## config.mk

```make
export PLATFORM = sky130hd
export DESIGN_NAME = bcd_seg_driver
export DESIGN_NICKNAME = d
export VERILOG_FILES = /design/src/rtl/bcd_seg_pkg.sv /design/src/rtl/bcd_code_hold.sv /design/src/rtl/bcd_phase_gen.sv /design/src/rtl/bcd_seg_driver.sv
export SDC_FILE = /design/constraint.sdc
export NUM_CORES = 1
export LEC_CHECK = 0
export ABC_AREA = 1
export ABC_CLOCK_PERIOD_IN_PS = 1800
export BUFFER_PORTS_ARGS = -buffer_cell sky130_fd_sc_hd__buf_2
export CORE_ASPECT_RATIO = 0.75
export CORE_MARGIN = 2
export CORE_UTILIZATION = 30
export DETAILED_ROUTE_END_ITERATION = 10
export PLACE_DENSITY = 0.56
export RECOVER_POWER = 50
export SYNTH_ARGS = -nofsm -noshare
export SYNTH_HDL_FRONTEND = slang
export SYNTH_SLANG_ARGS = --single-unit
```

## constraint.sdc

```tcl
create_clock -name clk -period 1.8 [get_ports clk]
set_input_delay 0.27 -clock clk [delete_from_list [all_inputs] [get_ports clk]]
set_output_delay 0.27 -clock clk [all_outputs]
set_load 0.05 [all_outputs]
```

## src/rtl/bcd_seg_pkg.sv

```systemverilog
package bcd_seg_pkg;
    localparam int CODE_W = 4;
    localparam int SEG_W  = 7;
    localparam int MAX_DIGIT = 9;

    typedef enum logic {PH_LO = 1'b0, PH_HI = 1'b1} phase_state_t;

    // Segment order: bit0 = a ... bit6 = g, active high before phase.
    function automatic logic [SEG_W-1:0] digit_glyph(input logic [CODE_W-1:0] d);
        logic [SEG_W-1:0] g;
        unique case (d)
            4'd0:    g = 7'h3F;
            4'd1:    g = 7'h06;
            4'd2:    g = 7'h5B;
            4'd3:    g = 7'h4F;
            4'd4:    g = 7'h66;
            4'd5:    g = 7'h6D;
            4'd6:    g = 7'h7D;
            4'd7:    g = 7'h07;
            4'd8:    g = 7'h7F;
            4'd9:    g = 7'h6F;
            default: g = '0;
        endcase
        return g;
    endfunction
endpackage

```

## src/rtl/bcd_code_hold.sv

```systemverilog
module bcd_code_hold
    import bcd_seg_pkg::*;
(
    input  logic              clk,
    input  logic              rst,
    input  logic              load_en,
    input  logic [CODE_W-1:0] code_d,
    output logic [CODE_W-1:0] code_eff
);
    logic [CODE_W-1:0] held_q;

    always_ff @(posedge clk) begin
        if (rst)          held_q <= '0;
        else if (load_en) held_q <= code_d;
    end

    // Transparent while loading, stored value otherwise.
    assign code_eff = load_en ? code_d : held_q;
endmodule

```

## src/rtl/bcd_phase_gen.sv

```systemverilog
module bcd_phase_gen
    import bcd_seg_pkg::*;
#(
    parameter int HALF_DIV = 4
) (
    input  logic clk,
    input  logic rst,
    output logic phase_o
);
    localparam int CNT_W = (HALF_DIV > 1) ? $clog2(HALF_DIV) : 1;
    localparam logic [CNT_W-1:0] LAST = CNT_W'(HALF_DIV - 1);

    phase_state_t state_q, state_d;
    logic [CNT_W-1:0] cnt_q;
    logic wrap;

    assign wrap = (cnt_q == LAST);

    always_ff @(posedge clk) begin
        if (rst) begin
            state_q <= PH_LO;
            cnt_q   <= '0;
        end else begin
            state_q <= state_d;
            cnt_q   <= wrap ? '0 : cnt_q + 1'b1;
        end
    end

    always_comb begin
        state_d = state_q;
        phase_o = 1'b0;
        unique case (state_q)
            PH_LO: begin
                phase_o = 1'b0;
                if (wrap) state_d = PH_HI;
            end
            PH_HI: begin
                phase_o = 1'b1;
                if (wrap) state_d = PH_LO;
            end
        endcase
    end

    a_r9_cnt_in_range: assert property (@(posedge clk) disable iff (rst)
        cnt_q <= LAST);
    a_r9_toggle_on_wrap: assert property (@(posedge clk) disable iff (rst)
        (phase_o != $past(phase_o)) |-> ($past(cnt_q) == LAST));
endmodule

```

## src/rtl/bcd_seg_driver.sv

```systemverilog
module bcd_seg_driver
    import bcd_seg_pkg::*;
#(
    parameter int HALF_DIV = 4
) (
    input  logic             clk,
    input  logic             rst,
    input  logic [3:0]       code_in,
    input  logic             pass_en,
    input  logic             blank_in,
    input  logic             phase_in,
    input  logic             use_gen,
    output logic [6:0]       seg_out,
    output logic             bp_out
);
    logic [CODE_W-1:0] code_eff;
    logic              gen_phase;
    logic              phase_app;
    logic [SEG_W-1:0]  lit;
    logic [SEG_W-1:0]  drive;
    logic [SEG_W-1:0]  seg_q;
    logic              bp_q;

    bcd_code_hold u_hold (
        .clk      (clk),
        .rst      (rst),
        .load_en  (pass_en),
        .code_d   (code_in),
        .code_eff (code_eff)
    );

    bcd_phase_gen #(.HALF_DIV(HALF_DIV)) u_phase (
        .clk     (clk),
        .rst     (rst),
        .phase_o (gen_phase)
    );

    assign phase_app = use_gen ? gen_phase : phase_in;
    assign lit = (blank_in || (code_eff > CODE_W'(MAX_DIGIT))) ? '0 : digit_glyph(code_eff);

    for (genvar i = 0; i < SEG_W; i++) begin : g_seg_phase
        assign drive[i] = lit[i] ^ phase_app;
    end

    always_ff @(posedge clk) begin
        if (rst) begin
            seg_q <= '0;
            bp_q  <= 1'b0;
        end else begin
            seg_q <= drive;
            bp_q  <= phase_app;
        end
    end

    assign seg_out = seg_q;
    assign bp_out  = bp_q;

    a_r6_blank_tracks_bp: assert property (@(posedge clk) disable iff (rst)
        blank_in |=> (seg_out == {SEG_W{bp_out}}));
    a_r5_illegal_dark: assert property (@(posedge clk) disable iff (rst)
        (pass_en && code_in > 4'd9) |=> (seg_out == {SEG_W{bp_out}}));
    a_r10_ext_phase: assert property (@(posedge clk) disable iff (rst)
        !use_gen |=> (bp_out == $past(phase_in)));
    a_r3_hold_steady: assert property (@(posedge clk) disable iff (rst)
        (!pass_en && !$past(pass_en) && !blank_in && !$past(blank_in)
         && !use_gen && !$past(use_gen) && (phase_in == $past(phase_in)))
        |=> $stable(seg_out));
endmodule

```

==> results.toml <==
[power_and_ir_drop]
power.density_mw_per_mm2 = 877.7
p_sw_mw = 0.3672
clkPwrFrac_pct = 27.7
power_frac_comb_pct = 33.6
worst_vdd_rail_ir_drop_mv = 0.3691
seq_power_share_pct = 38.8
switching_share_pct = 37.24
total_leakage_power_nw = 0.5996
power.internal_mw = 0.6189

[route]
routed-via-count = 808
postRouteWirelength_um = 1827
residual_drc = 0
route.detailed.vias_per_inst = 4.321
postRouteAntennaNets = 0
avgRoutedWirePerCell_um = 9.770
drt-initial-drc-count = 9
first_pass_iters = 4

[sta]
max_slew.worst_pin.slew_ps = 587.2
totalNegativeSetupSlack_ps = 0
worst_clock_skew_ps = 3.313
clock.fmax_mhz = 641.0
relSlewSlack_pct = 61.02
setup_violations = 0
crit_share_post_route_pct = 86.66
final-max-slew-violation-count = 0
final.min_clock_period_ps = 1560
grt_setup_unrepaired = "no"
hold_viol = 0

[worst_setup_path]
crit-reg2reg-capture = "seg_out[1]"
worst_setup_path_endpoint = "seg_out[1]"
r2r_startpoint = "u_hold.held_q[0]"
crit_family = "simple AND/OR/NAND/NOR gates"
timing.critical_path.depth = 11
startpoint = "u_hold.held_q[0]"
worst_r2r_path_depth = 11
cp.buffers_inverters = 3
critical_path.max_fanout = 6
crit_arrival_ps = 1710
worst_path_most_repeated_cell = "sky130_fd_sc_hd__nand2_1"
worstPathRequired_ps = 1950
path_class = "flip-flop to flip-flop"
crit_path_start_kind = "flip-flop"
critPathSlowestCell = "sky130_fd_sc_hd__dfxtp_1"
timing.critical_path.cells = "nand2_1, nand2_1, inv_1, ha_1, inv_1, nand2_1, nand3_2, a21oi_4, nand4_1, nand2_1, inv_1"
setup.reg_to_reg.worst_slack_ps = 240
worst_setup_path_end_kind = "flip-flop"
critical_path.max_stage_delay_ps = 300

[cts]
tritoncts = "built"
clk_transition_reported_paths_ps = 60
clock_sinks = 15
cts_root_buffer = "sky130_fd_sc_hd__clkbuf_8"
clk_path_buf_depth = 2
clock_network_latency_to_the_later_pin_of_the_worst_skew_pair_ps = 250
cts_setup_buffers = 0
cts_resized = 0
numCtsBuffers = 3
cts-htree-levels = 1
cts_hold_buf = 0

[global_routing]
first_global_vias = 759
pin_count_of_the_biggest_net_entering_global_routing = 10
first_pass_grt_wire_length_um = 3111
grt_util_all_layers_pct = 10.87
grt_total_ovfl = 0
initial_antenna_violation_count = 0

[layout]
antenna-diode-count = 0
layout_utilization_pct = 37.46
fin_area_mm2 = 0.001124
nets = 167
area.growth.synth_to_final_pct = 16.17
layout-drive-gt1-share_pct = 24.83
layout.cells.non_filler = 187

[synth]
syn_inst = 129
yosys.area.top_type = "sky130_fd_sc_hd__dfxtp_1"
synth_seq_area_share_pct = 31.05
synth.top_cells.by_area = "sky130_fd_sc_hd__dfxtp_1 (31%), sky130_fd_sc_hd__nand2_1 (9.7%), sky130_fd_sc_hd__ha_1 (9.1%)"
yosys.area.top_type_share_pct = 31.05
synth_seq_cells = 15
synthTopCellsByCount = "sky130_fd_sc_hd__nand2_1 (25), sky130_fd_sc_hd__inv_1 (18), sky130_fd_sc_hd__dfxtp_1 (15), sky130_fd_sc_hd__nand3_1 (15), sky130_fd_sc_hd__nor2_1 (15)"
count_leader_synth = "sky130_fd_sc_hd__nand2_1"
syn_area_per_cell_um2 = 7.498
ys_async_sr_fraction_pct = 0
synthDistinctLibCells = 22
synth_top_flop_cell = "sky130_fd_sc_hd__dfxtp_1"
mappedNetlistArea_um2 = 967.2
syn_nets = 146
synth-edff-count = 0
count_of_warnings_emitted_by_yosys = 0

[floorplan]
dieArea_mm2 = 0.003699
floorplan.io_pins = 18
floorplan.die.width_um = 69.57
initial_utilization_pct = 32.25
floorplan.rows = 17
core_region_area_mm2 = 0.002999
die_height_um = 53.17

[place]
port-buffer-count = 17
post-dp-hpwl_um = 1504
gpl.final_weighted_congestion = 0.8435
place_area_mm2 = 0.001091
place.detailed.instances = 183

[hold_path]
holdCritPathClass = "primary input to flip-flop"

[outcome]
status = "complete, no violations"

[run]
cap_violations = 0
[sequential cells by signal, indices dropped and copies added, names as in the netlist]
register         count
u_hold.held_q        4
bp_out               1
u_phase.state_q      1
seg_out              7
u_phase.cnt_q        2
[cell type report]
type	count	area, um^2
tap	38	47.55
fill	330	1876
clock inverter	1	5.005
multi-input combinational	91	551.8
sequential	15	300.3
clock buffer	3	41.29
inverter	21	88.84
timing repair buffer	18	88.84
[per-layer routing]
layer	track usage, %	up-vias	part of all wire [%]	routed length (um)
li1	-	443	-	-
met1	13.37	347	53	966
met2	17.95	16	42	761
met3	4.381	2	4.7	86
met4	2.614	0	0.71	13
met5	0	-	0	0
[layout by cell type, fill, tap and decap left out, types with 2 or more instances in the layout]
cell and n:
sky130_fd_sc_hd__nand2_1 27, sky130_fd_sc_hd__inv_1 18, sky130_fd_sc_hd__nand3_1 15, sky130_fd_sc_hd__nor2_1 15, sky130_fd_sc_hd__dfxtp_1 15, sky130_fd_sc_hd__buf_2 14, sky130_fd_sc_hd__ha_1 7, sky130_fd_sc_hd__nand2_4 6
sky130_fd_sc_hd__nand2_2 5, sky130_fd_sc_hd__nor3_1 4, sky130_fd_sc_hd__nand4_1 3, sky130_fd_sc_hd__clkbuf_8 3, sky130_fd_sc_hd__clkbuf_1 3, sky130_fd_sc_hd__o21ai_1 2
[worst min-delay path by stage]
stage	start	end	slack, ps	depth (start not counted)
after global placement	u_phase.cnt_q[0]	u_phase.cnt_q[0]	420	1
after CTS	rst	u_phase.state_q	300	2
after floorplan	u_phase.cnt_q[0]	u_phase.cnt_q[0]	410	1
final	rst	u_phase.state_q	300	2
after detailed placement	u_phase.cnt_q[0]	u_phase.cnt_q[0]	420	1
after global routing	rst	u_phase.cnt_q[0]	310	2
[cells by family (layout without fill, tap and decap cells)]
logic type,count (synthesis),after routing,share of synthesized area (%)
AOI/OAI and AO/OA,5,5,4.916
xor gates and xnor gates,1,1,0.9057
adders and majority gates,7,7,9.055
buffers and inverters,23,43,10.87
DFF,15,15,31.05
and+or+nand+nor,78,78,43.21
[power by group through the flow]
| stage | clock, mW | combinational (mW) | sequential, mW |
|---|---|---|---|
| after global routing | 0.302 | 0.364 | 0.386 |
| after floorplan | 0 | 0.181 | 0.480 |
| after CTS | 0.286 | 0.338 | 0.383 |
| final | 0.273 | 0.331 | 0.382 |
| after global placement | 0 | 0.336 | 0.389 |
| after detailed placement | 0 | 0.337 | 0.390 |
[through the flow]
stage	setup slack [ps]	hold WS, ps	total power, mW
after floorplan	235.6	408.4	0.6618
after global placement	125.2	415.9	0.7244
after detailed placement	54.27	423.1	0.7275
after CTS	242.5	296.6	1.007
after global routing	52.55	307.7	1.052
final	240.1	295.2	0.9861
No activity file was read; power rests on OpenSTA's default activity.
